==> src/rtl/ecc_cap_pkg.sv <==
package ecc_cap_pkg;

   localparam int unsigned KINDS = 2;

   typedef enum logic [0:0] {
      KIND_COR = 1'b0,
      KIND_UNC = 1'b1
   } err_kind_e;

   typedef enum int unsigned {
      MULTI_POPCOUNT = 0,
      MULTI_MASK     = 1
   } multi_style_e;

   function automatic int unsigned idx_width(input int unsigned n);
      return (n < 2) ? 1 : $clog2(n);
   endfunction

endpackage

==> src/rtl/ecc_bank_pick.sv <==
module ecc_bank_pick #(
   parameter int unsigned NUM_BANKS   = 4,
   parameter int unsigned BANK_W      = 2,
   parameter int unsigned MULTI_STYLE = 1
) (
   input  logic              clk_i,
   input  logic              rst_ni,
   input  logic [NUM_BANKS-1:0] vld_i,
   output logic              any_o,
   output logic              multi_o,
   output logic [BANK_W-1:0] sel_o
);

   always_comb begin
      sel_o = '0;
      for (int i = NUM_BANKS - 1; i >= 0; i--) begin
         if (vld_i[i]) sel_o = BANK_W'(i);
      end
   end

   assign any_o = |vld_i;

   generate
      if (NUM_BANKS == 1) begin : g_single
         assign multi_o = 1'b0;
      end else if (MULTI_STYLE == ecc_cap_pkg::MULTI_POPCOUNT) begin : g_pop
         assign multi_o = ($countones(vld_i) > 1);
      end else begin : g_mask
         logic [NUM_BANKS-1:0] rest;
         assign rest    = vld_i & (vld_i - 1'b1);
         assign multi_o = |rest;
      end
   endgenerate

   // the selected bank strobes and no lower bank does
   logic [NUM_BANKS-1:0] below_sel;
   assign below_sel = (NUM_BANKS'(1) << sel_o) - NUM_BANKS'(1);

   p_lowest_r4: assert property (@(posedge clk_i) disable iff (!rst_ni)
      any_o |-> (vld_i[sel_o] && ((vld_i & below_sel) == '0)));

   p_multi_r5: assert property (@(posedge clk_i) disable iff (!rst_ni)
      multi_o |-> ($countones(vld_i) >= 2));

endmodule

==> src/rtl/ecc_field_mux.sv <==
module ecc_field_mux #(
   parameter int unsigned NUM_IN = 4,
   parameter int unsigned W      = 8,
   parameter int unsigned SEL_W  = 2
) (
   input  logic [NUM_IN*W-1:0] in_i,
   input  logic [SEL_W-1:0]    sel_i,
   output logic [W-1:0]        out_o
);

   generate
      if (NUM_IN == 1) begin : g_pass
         logic unused_sel;
         assign unused_sel = ^sel_i;
         assign out_o      = in_i;
      end else begin : g_sel
         always_comb begin
            out_o = '0;
            for (int i = 0; i < NUM_IN; i++) begin
               if (sel_i == SEL_W'(i)) out_o = in_i[i*W +: W];
            end
         end
      end
   endgenerate

endmodule

==> src/rtl/ecc_report_slot.sv <==
module ecc_report_slot #(
   parameter int unsigned NUM_BANKS   = 4,
   parameter int unsigned BANK_W      = 2,
   parameter int unsigned ADDR_W      = 12,
   parameter int unsigned DATA_W      = 32,
   parameter int unsigned CODE_W      = 7,
   parameter int unsigned SYND_W      = 7,
   parameter int unsigned MULTI_STYLE = 1
) (
   input  logic                        clk_i,
   input  logic                        rst_ni,
   input  logic [NUM_BANKS-1:0]        vld_i,
   input  logic [NUM_BANKS*ADDR_W-1:0] addr_i,
   input  logic [NUM_BANKS*DATA_W-1:0] data_i,
   input  logic [NUM_BANKS*CODE_W-1:0] code_i,
   input  logic [NUM_BANKS*SYND_W-1:0] synd_i,
   input  logic                        flag_clr_i,
   input  logic                        ovf_clr_i,
   output logic [BANK_W-1:0]           bank_o,
   output logic [ADDR_W-1:0]           addr_o,
   output logic [DATA_W-1:0]           data_o,
   output logic [CODE_W-1:0]           code_o,
   output logic [SYND_W-1:0]           synd_o,
   output logic                        flag_o,
   output logic                        ovf_o
);

   logic              any, multi;
   logic [BANK_W-1:0] sel;
   logic [ADDR_W-1:0] addr_sel;
   logic [DATA_W-1:0] data_sel;
   logic [CODE_W-1:0] code_sel;
   logic [SYND_W-1:0] synd_sel;

   ecc_bank_pick #(
      .NUM_BANKS  (NUM_BANKS),
      .BANK_W     (BANK_W),
      .MULTI_STYLE(MULTI_STYLE)
   ) i_pick (
      .clk_i  (clk_i),
      .rst_ni (rst_ni),
      .vld_i  (vld_i),
      .any_o  (any),
      .multi_o(multi),
      .sel_o  (sel)
   );

   ecc_field_mux #(.NUM_IN(NUM_BANKS), .W(ADDR_W), .SEL_W(BANK_W))
      i_mux_addr (.in_i(addr_i), .sel_i(sel), .out_o(addr_sel));
   ecc_field_mux #(.NUM_IN(NUM_BANKS), .W(DATA_W), .SEL_W(BANK_W))
      i_mux_data (.in_i(data_i), .sel_i(sel), .out_o(data_sel));
   ecc_field_mux #(.NUM_IN(NUM_BANKS), .W(CODE_W), .SEL_W(BANK_W))
      i_mux_code (.in_i(code_i), .sel_i(sel), .out_o(code_sel));
   ecc_field_mux #(.NUM_IN(NUM_BANKS), .W(SYND_W), .SEL_W(BANK_W))
      i_mux_synd (.in_i(synd_i), .sel_i(sel), .out_o(synd_sel));

   logic capture;
   logic lost;
   assign capture = any & ~flag_o;
   assign lost    = any & (flag_o | multi);

   always_ff @(posedge clk_i) begin
      if (!rst_ni) begin
         bank_o <= '0;
         addr_o <= '0;
         data_o <= '0;
         code_o <= '0;
         synd_o <= '0;
         flag_o <= 1'b0;
         ovf_o  <= 1'b0;
      end else begin
         if (capture) begin
            bank_o <= sel;
            addr_o <= addr_sel;
            data_o <= data_sel;
            code_o <= code_sel;
            synd_o <= synd_sel;
         end
         flag_o <= any  | (flag_o & ~flag_clr_i);
         ovf_o  <= lost | (ovf_o  & ~ovf_clr_i);
      end
   end

   p_hold_r2: assert property (@(posedge clk_i) disable iff (!rst_ni)
      (flag_o && any) |=> $stable({bank_o, addr_o, data_o, code_o, synd_o}));

   p_lost_r2: assert property (@(posedge clk_i) disable iff (!rst_ni)
      (flag_o && (vld_i != '0)) |=> ovf_o);

   p_capture_r3: assert property (@(posedge clk_i) disable iff (!rst_ni)
      (!flag_o && (vld_i != '0)) |=> (flag_o && bank_o == $past(sel)));

   p_verbatim_r8: assert property (@(posedge clk_i) disable iff (!rst_ni)
      (!flag_o && (vld_i != '0)) |=> (code_o == $past(code_i[sel*CODE_W +: CODE_W])));

   p_sticky_r6: assert property (@(posedge clk_i) disable iff (!rst_ni)
      (flag_o && !flag_clr_i) |=> flag_o);

   p_clear_r6: assert property (@(posedge clk_i) disable iff (!rst_ni)
      (ovf_o && ovf_clr_i && (vld_i == '0)) |=> !ovf_o);

endmodule

==> src/rtl/ecc_err_capture.sv <==
module ecc_err_capture #(
   parameter int unsigned NUM_MEM     = 2,
   parameter int unsigned NUM_BANKS   = 4,
   parameter int unsigned ADDR_W      = 12,
   parameter int unsigned DATA_W      = 32,
   parameter int unsigned CODE_W      = 7,
   parameter int unsigned SYND_W      = 7,
   parameter int unsigned MULTI_STYLE = 1,
   localparam int unsigned SLOTS      = NUM_MEM * ecc_cap_pkg::KINDS,
   localparam int unsigned BANK_W     = ecc_cap_pkg::idx_width(NUM_BANKS),
   localparam int unsigned STROBES    = SLOTS * NUM_BANKS
) (
   input  logic                      clk_i,
   input  logic                      rst_ni,
   input  logic [STROBES-1:0]        err_vld_i,
   input  logic [STROBES*ADDR_W-1:0] err_addr_i,
   input  logic [STROBES*DATA_W-1:0] err_data_i,
   input  logic [STROBES*CODE_W-1:0] err_code_i,
   input  logic [STROBES*SYND_W-1:0] err_synd_i,
   input  logic [SLOTS-1:0]          flag_clr_i,
   input  logic [SLOTS-1:0]          ovf_clr_i,
   input  logic [SLOTS-1:0]          irq_en_i,
   input  logic [SLOTS-1:0]          ovf_irq_en_i,
   output logic [SLOTS*BANK_W-1:0]   rpt_bank_o,
   output logic [SLOTS*ADDR_W-1:0]   rpt_addr_o,
   output logic [SLOTS*DATA_W-1:0]   rpt_data_o,
   output logic [SLOTS*CODE_W-1:0]   rpt_code_o,
   output logic [SLOTS*SYND_W-1:0]   rpt_synd_o,
   output logic [SLOTS-1:0]          flag_o,
   output logic [SLOTS-1:0]          ovf_o,
   output logic [SLOTS-1:0]          irq_o,
   output logic [SLOTS-1:0]          ovf_irq_o
);

   generate
      if (NUM_MEM < 1) begin : g_bad_mem
         $error("ecc_err_capture: NUM_MEM must be at least 1");
      end
      if (NUM_BANKS < 1 || NUM_BANKS > 64) begin : g_bad_banks
         $error("ecc_err_capture: NUM_BANKS must lie in 1..64");
      end
      if (ADDR_W < 1 || DATA_W < 1 || CODE_W < 1 || SYND_W < 1) begin : g_bad_w
         $error("ecc_err_capture: every field width must be non-zero");
      end
      if (MULTI_STYLE > 1) begin : g_bad_style
         $error("ecc_err_capture: MULTI_STYLE must be 0 or 1");
      end
   endgenerate

   for (genvar gs = 0; gs < SLOTS; gs++) begin : g_slot
      localparam int unsigned B0 = gs * NUM_BANKS;

      ecc_report_slot #(
         .NUM_BANKS  (NUM_BANKS),
         .BANK_W     (BANK_W),
         .ADDR_W     (ADDR_W),
         .DATA_W     (DATA_W),
         .CODE_W     (CODE_W),
         .SYND_W     (SYND_W),
         .MULTI_STYLE(MULTI_STYLE)
      ) i_slot (
         .clk_i     (clk_i),
         .rst_ni    (rst_ni),
         .vld_i     (err_vld_i [B0 +: NUM_BANKS]),
         .addr_i    (err_addr_i[B0*ADDR_W +: NUM_BANKS*ADDR_W]),
         .data_i    (err_data_i[B0*DATA_W +: NUM_BANKS*DATA_W]),
         .code_i    (err_code_i[B0*CODE_W +: NUM_BANKS*CODE_W]),
         .synd_i    (err_synd_i[B0*SYND_W +: NUM_BANKS*SYND_W]),
         .flag_clr_i(flag_clr_i[gs]),
         .ovf_clr_i (ovf_clr_i[gs]),
         .bank_o    (rpt_bank_o[gs*BANK_W +: BANK_W]),
         .addr_o    (rpt_addr_o[gs*ADDR_W +: ADDR_W]),
         .data_o    (rpt_data_o[gs*DATA_W +: DATA_W]),
         .code_o    (rpt_code_o[gs*CODE_W +: CODE_W]),
         .synd_o    (rpt_synd_o[gs*SYND_W +: SYND_W]),
         .flag_o    (flag_o[gs]),
         .ovf_o     (ovf_o[gs])
      );

      // a slot reacts only to its own strobes
      p_isolated_r1: assert property (@(posedge clk_i) disable iff (!rst_ni)
         ((err_vld_i[B0 +: NUM_BANKS] == '0) && !flag_clr_i[gs])
            |=> (flag_o[gs] == $past(flag_o[gs])));
   end

   assign irq_o     = flag_o & irq_en_i;
   assign ovf_irq_o = ovf_o  & ovf_irq_en_i;

   p_irq_quiet_r7: assert property (@(posedge clk_i) disable iff (!rst_ni)
      (irq_en_i == '0) |-> (irq_o == '0));

endmodule

==> config.mk <==
export PLATFORM = sky130hd
export DESIGN_NAME = ecc_err_capture
export DESIGN_NICKNAME = d
export VERILOG_FILES = /design/src/rtl/ecc_cap_pkg.sv /design/src/rtl/ecc_bank_pick.sv /design/src/rtl/ecc_field_mux.sv /design/src/rtl/ecc_report_slot.sv /design/src/rtl/ecc_err_capture.sv
export SDC_FILE = /design/constraint.sdc
export NUM_CORES = 1
export LEC_CHECK = 0
export ABC_AREA = 1
export CAP_MARGIN = 20
export CORE_AREA = 2 2 475 477
export CTS_CLUSTER_DIAMETER = 200
export DETAILED_ROUTE_END_ITERATION = 10
export DIE_AREA = 0 0 477 479
export GPL_TIMING_DRIVEN = 0
export MAX_ROUTING_LAYER = met4
export REMOVE_ABC_BUFFERS = 1
export SYNTH_ARGS = -nofsm -noshare
export SYNTH_HDL_FRONTEND = slang
export SYNTH_SLANG_ARGS = --single-unit
==> constraint.sdc <==
create_clock -name clk_i -period 1.3 [get_ports clk_i]
set_input_delay 0.26 -clock clk_i [delete_from_list [all_inputs] [get_ports clk_i]]
set_output_delay 0.26 -clock clk_i [all_outputs]
set_load 0.01 [all_outputs]
==> metrics.yaml, run 1 <==
outcome:
  outcome: "complete, but fails checks"
  violations: "setup timing"
clock_tree:
  clk_pin_slew_ns: 0.06
  cts_tree: "yes"
  cts.sinks: 248
  clockBufferDepth: 3
  clk_latency_ns: 0.65
  htreeDepth: 2
  cts_made_buffers: 38
  clockRootBuffer: "clkbuf_16"
timing:
  grt_setup_unrepaired: "yes"
  worst_slack_ns: -0.4346
  period_needed_ns: 1.735
  timing.final.crit_share_pct: 133.4
  fin_tns_setup_ns: -47.34
  finalClockSkew_ns: 0.03631
  fin_hold_ws_ns: 0.1386
  tightest_slew_ns: 1.162
  fmax_mhz: 576.5
  finalHoldViolations: 0
  setup_viol: 481
  finalMaxSlewViolations: 0
  relSlewSlack_pct: 22.54
routing:
  drt-pass1-iter-count: 5
  drtIter0Drc: 1774
  drcViolationCount: 0
  wl_per_cell_um: 28.87
  via_count: 26110
  antenna_left: 0
  drt_wl_total_um: 205600
  drt-vias-per-instance: 3.666
synthesis:
  ys_ff_latch: 248
  yosysMostFrequentCell: "nand2_1"
  synth-edff-count: 0
  synthCells: 2701
  synth-seq-area-share_pct: 31.56
  ys_warn_count: 0
  synthArstFlopShare_pct: 0
  synth_area_leaders: "dfxtp_1 (32%), nand2_1 (18%), nand3_1 (15%)"
  synth_area_sq_um: 15730
  syn_area_per_cell_sq_um: 5.823
  ys.flop_type: "dfxtp_1"
  ys_types: 26
  yosys.area.top_type: "dfxtp_1"
  synthTopCellsByCount: "nand2_1 (739), nand3_1 (467), nor2_1 (360)"
  post-synth-top-area-fraction_pct: 31.56
die:
  ios: 1218
  die-height_um: 479
  die_area_sq_um: 228500
  coreArea_sq_um: 223600
  dieWidth_um: 477
  start_util_pct: 7.035
  fp-row-count: 174
grt:
  grt_max_degree: 107
  grt_pass1_wl_um: 253400
  grt_pass1_vias: 25690
  globalRoute.totalOverflow: 0
  grt_util_all_layers_pct: 17.26
  antenna_found_initial: 111
power_and_ir_drop:
  power_density_nw_per_um2: 854.0
  ir_drop_v: 0.0008313
  leakage_uw: 0.01597
worst_hold_path:
  min-delay-path-class: "primary input to register"
  hold_depth: 4
critical_path:
  path_max_fanout: 2
  path_class: "register to primary output"
  cp_top_family: "buffers and inverters"
  ff2ff_path_depth: 9
  critPathLaunchType: "register"
  cp-end-kind: "primary output"
  critical_path_depth: 3
  slowest_delay_ns: 0.32
  crit_path_top_delay_cell: "dfxtp_2"
  path_cells: "nand2_2 > clkinvlp_4 > buf_16"
  path_buf_inv: 2
  required_ns: 1.04
  worstPathArrival_ns: 1.47
layout:
  nFillCells: 25010
  final_design_area_no_fill_sq_um: 40540
  regArea_sq_um: 5320
  drive_above_1_share_pct: 32.55
  multi_input_area_sq_um: 11690
  synthToLayoutAreaGrowth_pct: 157.7
  post-route-util_pct: 18.13
  fin_nets: 5004
placed_design:
  dp_hpwl_um: 145900
  dp_slack_ns: -2.773
  numPortBuffers: 1217
  gp_congestion: 1.066
  placed_cell_area_sq_um: 31520
job:
  maxCapViolations: 0
-- registers in the layout (all words and copies together) (netlist names) --
register,flops
g_slot.i_slot.addr_o,48
g_slot.i_slot.bank_o,8
g_slot.i_slot.code_o,28
g_slot.i_slot.data_o,128
g_slot.i_slot.flag_o,4
g_slot.i_slot.ovf_o,4
g_slot.i_slot.synd_o,28
-- cell families (layout without fill, tap and decap cells) --
family,Yosys count,after routing,share of synthesized area [%]
AO/OA/AOI/OAI,432,433,13.95
AND/OR/NAND/NOR,1642,1659,44.24
other,0,62,0
flip-flops,248,248,31.56
buffers and inverters,379,1728,10.25
-- layout by cell type (no fill, tap or decap), drive strengths merged, types with 2 or more instances in the layout --
cell type      instances
o21ai                357
dlygate4sd3            5
bufinv                 4
nand2                750
bufbuf                 9
a21oi                 69
clkinvlp               4
clkbuf                64
nor2                 381
nand3                470
clkdlybuf4s15          4
a31oi                  2
dfxtp                248
buf                  510
nand4                 58
diode                 62
a211oi                 2
clkinv                12
dlygate4sd2           10
inv                  161
clkdlybuf4s50        944
-- metrics by stage --
step / total power (uW) / instances
2_1_floorplan: 11660 / 2480
3_3_place_gp: 19320 / 6689
3_5_place_dp: 19470 / 6724
4_1_cts: 34400 / 7025
5_1_grt: 36280 / 7114
6_report: 34620 / 7122
-- final cells by class --
type,count,area share (%)
Timing Repair Buffer,1497,43.31
Multi-Input combinational cell,2092,28.83
Sequential cell,248,13.12
Tap cell,2992,9.234
Clock buffer,50,2.679
Inverter,158,1.824
Clock inverter,16,0.4074
Antenna cell,62,0.3827
Timing Repair inverter,7,0.2068
-- path summary, 6_finish.rpt --
check | start | end | slack, ns
worst max-delay path | g_slot[1].i_slot.ovf_o | ovf_irq_o[1] | -0.43
worst min-delay path | err_vld_i[2] | g_slot[0].i_slot.ovf_o | 0.14
worst max register to register | g_slot[2].i_slot.flag_o | g_slot[2].i_slot.data_o[23] | -0.31
worst min register to register | g_slot[1].i_slot.bank_o[0] | g_slot[1].i_slot.bank_o[0] | 0.48
-- worst reg2reg max path: stages, from the launching register on --
cell,delay [ns]
dfxtp_4,0.41
buf_8,0.15
nor2_4,0.17
buf_6,0.14
buf_12,0.15
buf_12,0.15
buf_16,0.13
o21ai_2,0.05
nor2_1,0.11
nor2_1,0.04
-- what timing repair did --
item	4_1_cts	5_1_grt
setup endpoints to repair	496	492
hold buffers	6	0
pin swaps	241	196
cloned	76	20
endpoints found under the hold margin	9	0
buffers inserted	155	42
gates resized for setup	2516	478
-- where the power goes --
part | internal (uW) | switching [uW]
clock | 6270 | 4760
combinational | 7200 | 7340
sequential | 8420 | 628
total | 21900 | 12700
-- routing by layer --
metal / share of wire [%] / up-vias / global-route usage [%]
met5: 0 / - / -
met2: 44 / 1559 / 26.49
met4: 5.1 / 0 / 7.390
met1: 40 / 12480 / 19.46
li1: - / 11680 / -
met3: 11 / 390 / 7.475
Note: power is estimated with default switching activity, not from simulation.
==> run 2, diff against run 1 <==
RECOVER_POWER = 50   (was unset)
==> metrics.yaml, run 2 (synthesized netlist as in run 1, its figures left out) <==
routing:
  via_count: 26160
  drcViolationCount: 0
  wl_per_cell_um: 28.85
  drt-pass1-iter-count: 7
  drt-vias-per-instance: 3.671
  antenna_left: 0
  drtIter0Drc: 1674
  drt_wl_total_um: 205500
grt:
  antenna_found_initial: 111
  grt_util_all_layers_pct: 17.26
  globalRoute.totalOverflow: 0
  grt_pass1_vias: 25690
  grt_pass1_wl_um: 253400
  grt_max_degree: 107
placed_design:
  dp_hpwl_um: 145900
  gp_congestion: 1.066
  dp.cells: 6724
  numPortBuffers: 1217
critical_path:
  critPathLaunchType: "register"
  path_class: "register to register"
  cp-end-kind: "register"
  worstPathArrival_ns: 2.25
  critical_path.most_common_cell: "buf_12"
  path_max_fanout: 6
  path_cells: "buf_6 > inv_8 > nand2_8 > clkinv_16 > buf_12 > buf_12 > buf_12 > buf_16 > o21ai_2 > nor2_1"
  required_ns: 1.81
  crit_path_top_delay_cell: "dfxtp_1"
  slowest_delay_ns: 0.48
die:
  die-height_um: 479
  fp-row-count: 174
  start_util_pct: 7.035
  die_area_sq_um: 228500
  ios: 1218
  coreArea_sq_um: 223600
  dieWidth_um: 477
timing:
  relSlewSlack_pct: 21.46
  period_needed_ns: 1.747
  fin_tns_setup_ns: -62.57
  finalHoldViolations: 0
  fin_hold_ws_ns: 0.1416
  finalClockSkew_ns: 0.03462
  worst_slack_ns: -0.4466
  finalMaxSlewViolations: 0
  setup_viol: 491
  tightest_slew_ns: 1.178
  grt_setup_unrepaired: "yes"
  timing.final.crit_share_pct: 134.4
  fmax_mhz: 572.5
clock_tree:
  cts_tree: "yes"
  clockBufferDepth: 3
  clockRootBuffer: "clkbuf_16"
  cts_made_buffers: 38
  clk_latency_ns: 0.64
  clk_pin_slew_ns: 0.06
  htreeDepth: 2
  cts.sinks: 248
layout:
  reg_top3: "g_slot.i_slot.data_o: 128 flops, g_slot.i_slot.addr_o: 48 flops"
  largest_reg_flops: 128
  drive_above_1_share_pct: 32.47
  post-route-util_pct: 18.13
  mostFrequentLayoutCells: "clkdlybuf4s50_1 (944), nand2_1 (628), nand3_1 (435)"
  top_register: "g_slot.i_slot.data_o"
  fin_cells: 7125
  final_common_cell: "clkdlybuf4s50_1"
  synthToLayoutAreaGrowth_pct: 157.7
  fin_nets: 5004
worst_hold_path:
  min-delay-path-class: "primary input to register"
power_and_ir_drop:
  ir_drop_v: 0.0008285
  power_density_nw_per_um2: 854.0
  p_total_uw: 34610
  leakage_uw: 0.01597
outcome:
  violations: "setup timing"
  outcome: "complete, but fails checks"
job:
  maxCapViolations: 0
## run 2: cell count changes in the layout (fill, tap and decap cells not counted), sizes merged
cell | before | now
clkbuf | 64 | 66
buf | 510 | 508
diode | 62 | 65
## run 2: repair_timing
action / 4_1_cts / 5_1_grt
endpoints found under the setup margin: 496 / 492
gates cloned: 76 / 20
gates resized for setup: 2516 / 478
setup buffers: 155 / 42
hold buffers: 6 / 0
hold endpoints to repair: 9 / 0
pin swaps: 241 / 196
## run 2: worst paths after layout
path	start	endpoint	slack [ns]	cells after the start
hold / removal	err_vld_i[2]	g_slot[0].i_slot.ovf_o	0.14	4
hold reg to reg	g_slot[1].i_slot.bank_o[0]	g_slot[1].i_slot.bank_o[0]	0.48	2
setup / recovery	g_slot[3].i_slot.flag_o	g_slot[3].i_slot.data_o[25]	-0.45	10
setup reg to reg	g_slot[3].i_slot.flag_o	g_slot[3].i_slot.data_o[25]	-0.45	10
## run 2: layout make-up
class	count	area [sq um]
diodes	65	162.7
well taps	2992	3744
fillers	25010	183100
clock inverters	16	165.2
repair inverters	7	83.83
repair buffers	1497	17550
clock buffers	50	1086
flip-flops and latches	248	5309
inverters	158	739.5
multi-input cells	2092	11690
## run 2: routing by layer
layer  global-route usage (%)  wire (um)
met1                    19.46      81610
met2                    26.49      90510
met3                    7.475      23040
met4                    7.390      10380
met5                        -          0
## run 2: critical path, delay by kind of cell (launching register included)
kind            cells  cell delay [ns]
buf+inv             7             0.84
flops               1             0.48
simple gates        2             0.15
compound gates      1             0.11
## run 2: power breakdown
group	total (uW)	internal, uW	switching (uW)	leakage, uW
Clock	11000	6270	4750	0.000617
Sequential	9050	8420	628	0.00214
Combinational	14500	7200	7340	0.0132
Total	34600	21900	12700	0.0160
## run 2: stage by stage
step / cell area [sq um] / worst slack, ns
after floorplan: 14710 / -1.863
after detailed placement: 31520 / -2.773
after global placement: 30640 / -11.78
after CTS: 38600 / -0.5440
after global routing: 40500 / -0.5217
final: 40530 / -0.4466
==> run 3, diff against run 2 <==
clock period = 2.03 ns   (was 1.3 ns; I/O delays follow)
==> metrics.yaml, run 3 (synthesized netlist as in run 1, its figures left out) <==
outcome:
  outcome: "complete, but fails checks"
  violations: "setup timing"
job:
  maxCapViolations: 0
timing:
  setup_viol: 1
  relSlewSlack_pct: 43.20
  tightest_slew_ns: 0.8520
  timing.final.crit_share_pct: 101.3
  period_needed_ns: 2.056
  fmax_mhz: 486.3
  finalMaxSlewViolations: 0
  finalClockSkew_ns: 0.03552
  grt_setup_unrepaired: "yes"
  worst_slack_ns: -0.02638
  finalHoldViolations: 0
clock_tree:
  cts.sinks: 248
  cts_made_buffers: 38
  cts_tree: "yes"
  clk_latency_ns: 0.64
  clockBufferDepth: 3
  htreeDepth: 2
  postCtsHoldBufs: 0
  clk_pin_slew_ns: 0.06
  clockRootBuffer: "clkbuf_16"
die:
  dieWidth_um: 477
  start_util_pct: 7.035
  fp-row-count: 174
  ios: 1218
  die_area_sq_um: 228500
  die-height_um: 479
  coreArea_sq_um: 223600
critical_path:
  rr_endpoint: "g_slot[2].i_slot.data_o[16]"
  r2r_start: "g_slot[2].i_slot.flag_o"
  critPathLaunchType: "primary input"
  ff2ff_path_depth: 6
  path_class: "primary input to register"
  worstPathArrival_ns: 2.56
  regToRegSetupSlack_ns: 0.15
  crit_end: "g_slot[0].i_slot.data_o[7]"
  required_ns: 2.53
  path_max_fanout: 37
  cp-end-kind: "register"
  worstSetupStartpoint: "err_vld_i[0]"
placed_design:
  placed_cell_area_sq_um: 31520
  dp_hpwl_um: 145900
  gp_congestion: 1.066
  numPortBuffers: 1217
  dp_slack_ns: -2.189
layout:
  largest_reg_flops: 128
  fin_nets: 4782
  mostFrequentLayoutCells: "clkdlybuf4s50_1 (1,013), nand2_1 (734), nand3_1 (449)"
  final_design_area_no_fill_sq_um: 33680
  final_common_cell: "clkdlybuf4s50_1"
  drive_above_1_share_pct: 7.124
  top_register: "g_slot.i_slot.data_o"
  synthToLayoutAreaGrowth_pct: 114.2
  reg_top3: "g_slot.i_slot.data_o: 128 flops, g_slot.i_slot.addr_o: 48 flops"
routing:
  drt-pass1-iter-count: 5
  drt-vias-per-instance: 3.498
  via_count: 24160
  drcViolationCount: 0
  drt_wl_total_um: 178800
  drtIter0Drc: 1663
  antenna_left: 0
  wl_per_cell_um: 25.88
grt:
  globalRoute.totalOverflow: 0
  antenna_found_initial: 114
  grt_pass1_vias: 23750
  grt_pass1_wl_um: 225900
  grt_max_degree: 107
  grt_util_all_layers_pct: 15.27
power_and_ir_drop:
  leakage_uw: 0.01338
  ir_drop_v: 0.0005262
  power_density_nw_per_um2: 575.8
  p_total_uw: 19400
worst_hold_path:
  min-delay-path-class: "primary input to register"
## run 3: cell count changes in the layout (fill, tap and decap cells not counted), sizes merged, moves of 7 or more
cell,delta
buf,-438
dlygate4sd2,+119
clkdlybuf4s50,+69
clkdlybuf4s15,+53
clkbuf,-7
## run 3: worst max-delay path, cell delays in order
cell and delay (ns):
clkdlybuf4s50_1 0.52, inv_4 0.35, buf_12 0.33, nand2_8 0.20, buf_4 0.20, nand3_1 0.06, nand3_1 0.25, nand2_1 0.13
a21oi_1 0.06
## run 3: worst min-delay path by stage
stage,from,end,slack [ns],cells after the start
floorplan,g_slot[1].i_slot.bank_o[1],g_slot[1].i_slot.bank_o[1],0.48,2
finish,rst_ni,g_slot[2].i_slot.code_o[4],0.20,3
CTS,rst_ni,g_slot[2].i_slot.code_o[4],0.12,3
global placement,g_slot[3].i_slot.bank_o[1],g_slot[3].i_slot.bank_o[1],0.46,2
detailed placement,g_slot[3].i_slot.bank_o[1],g_slot[3].i_slot.bank_o[1],0.46,2
global route,rst_ni,g_slot[2].i_slot.code_o[4],0.19,3
## run 3: where the power goes
part | internal [uW] | switching [uW]
clock network | 4020 | 2990
registers | 5310 | 236
logic | 3110 | 3730
total | 12400 | 6960
## run 3: final cells by class
class | count | area, sq um
inverter | 158 | 665.6
antenna | 70 | 175.2
clock inverter | 16 | 165.2
timing repair buffer | 1286 | 13250
multi-input combinational | 2088 | 9624
fill | 25620 | 189900
clock buffer | 50 | 1086
sequential | 248 | 4979
tap | 2992 | 3744
## run 3: stage by stage
step                 TNS, ns  hold WS (ns)  instances  util, %
floorplan            -222.50        0.4844       2480        -
global placement    -1727.33        0.4589       6689    13.70
detailed placement   -263.60        0.4636       6724    14.10
CTS                        0        0.1196       6827    14.91
global route        -0.05750        0.1896       6893    15.05
finish              -0.02638        0.1975       6908    15.07
## run 3: repair_timing
| action | in CTS | in global routing |
|---|---|---|
| cloned | 16 | 3 |
| buffers inserted | 22 | 8 |
| pin swaps | 19 | 7 |
| endpoints found under the setup margin | 405 | 119 |
| resized for setup | 365 | 35 |
## run 3: per-layer routing
layer | part of all wire (%) | routed length [um] | vias to the layer above | track usage [%]
met5 | 0 | 0 | - | -
met4 | 4.6 | 8155 | 0 | 6.144
met3 | 12 | 21440 | 290 | 7.010
met2 | 44 | 79300 | 1376 | 23.70
met1 | 39 | 69920 | 11300 | 16.90
li1 | - | - | 11190 | -
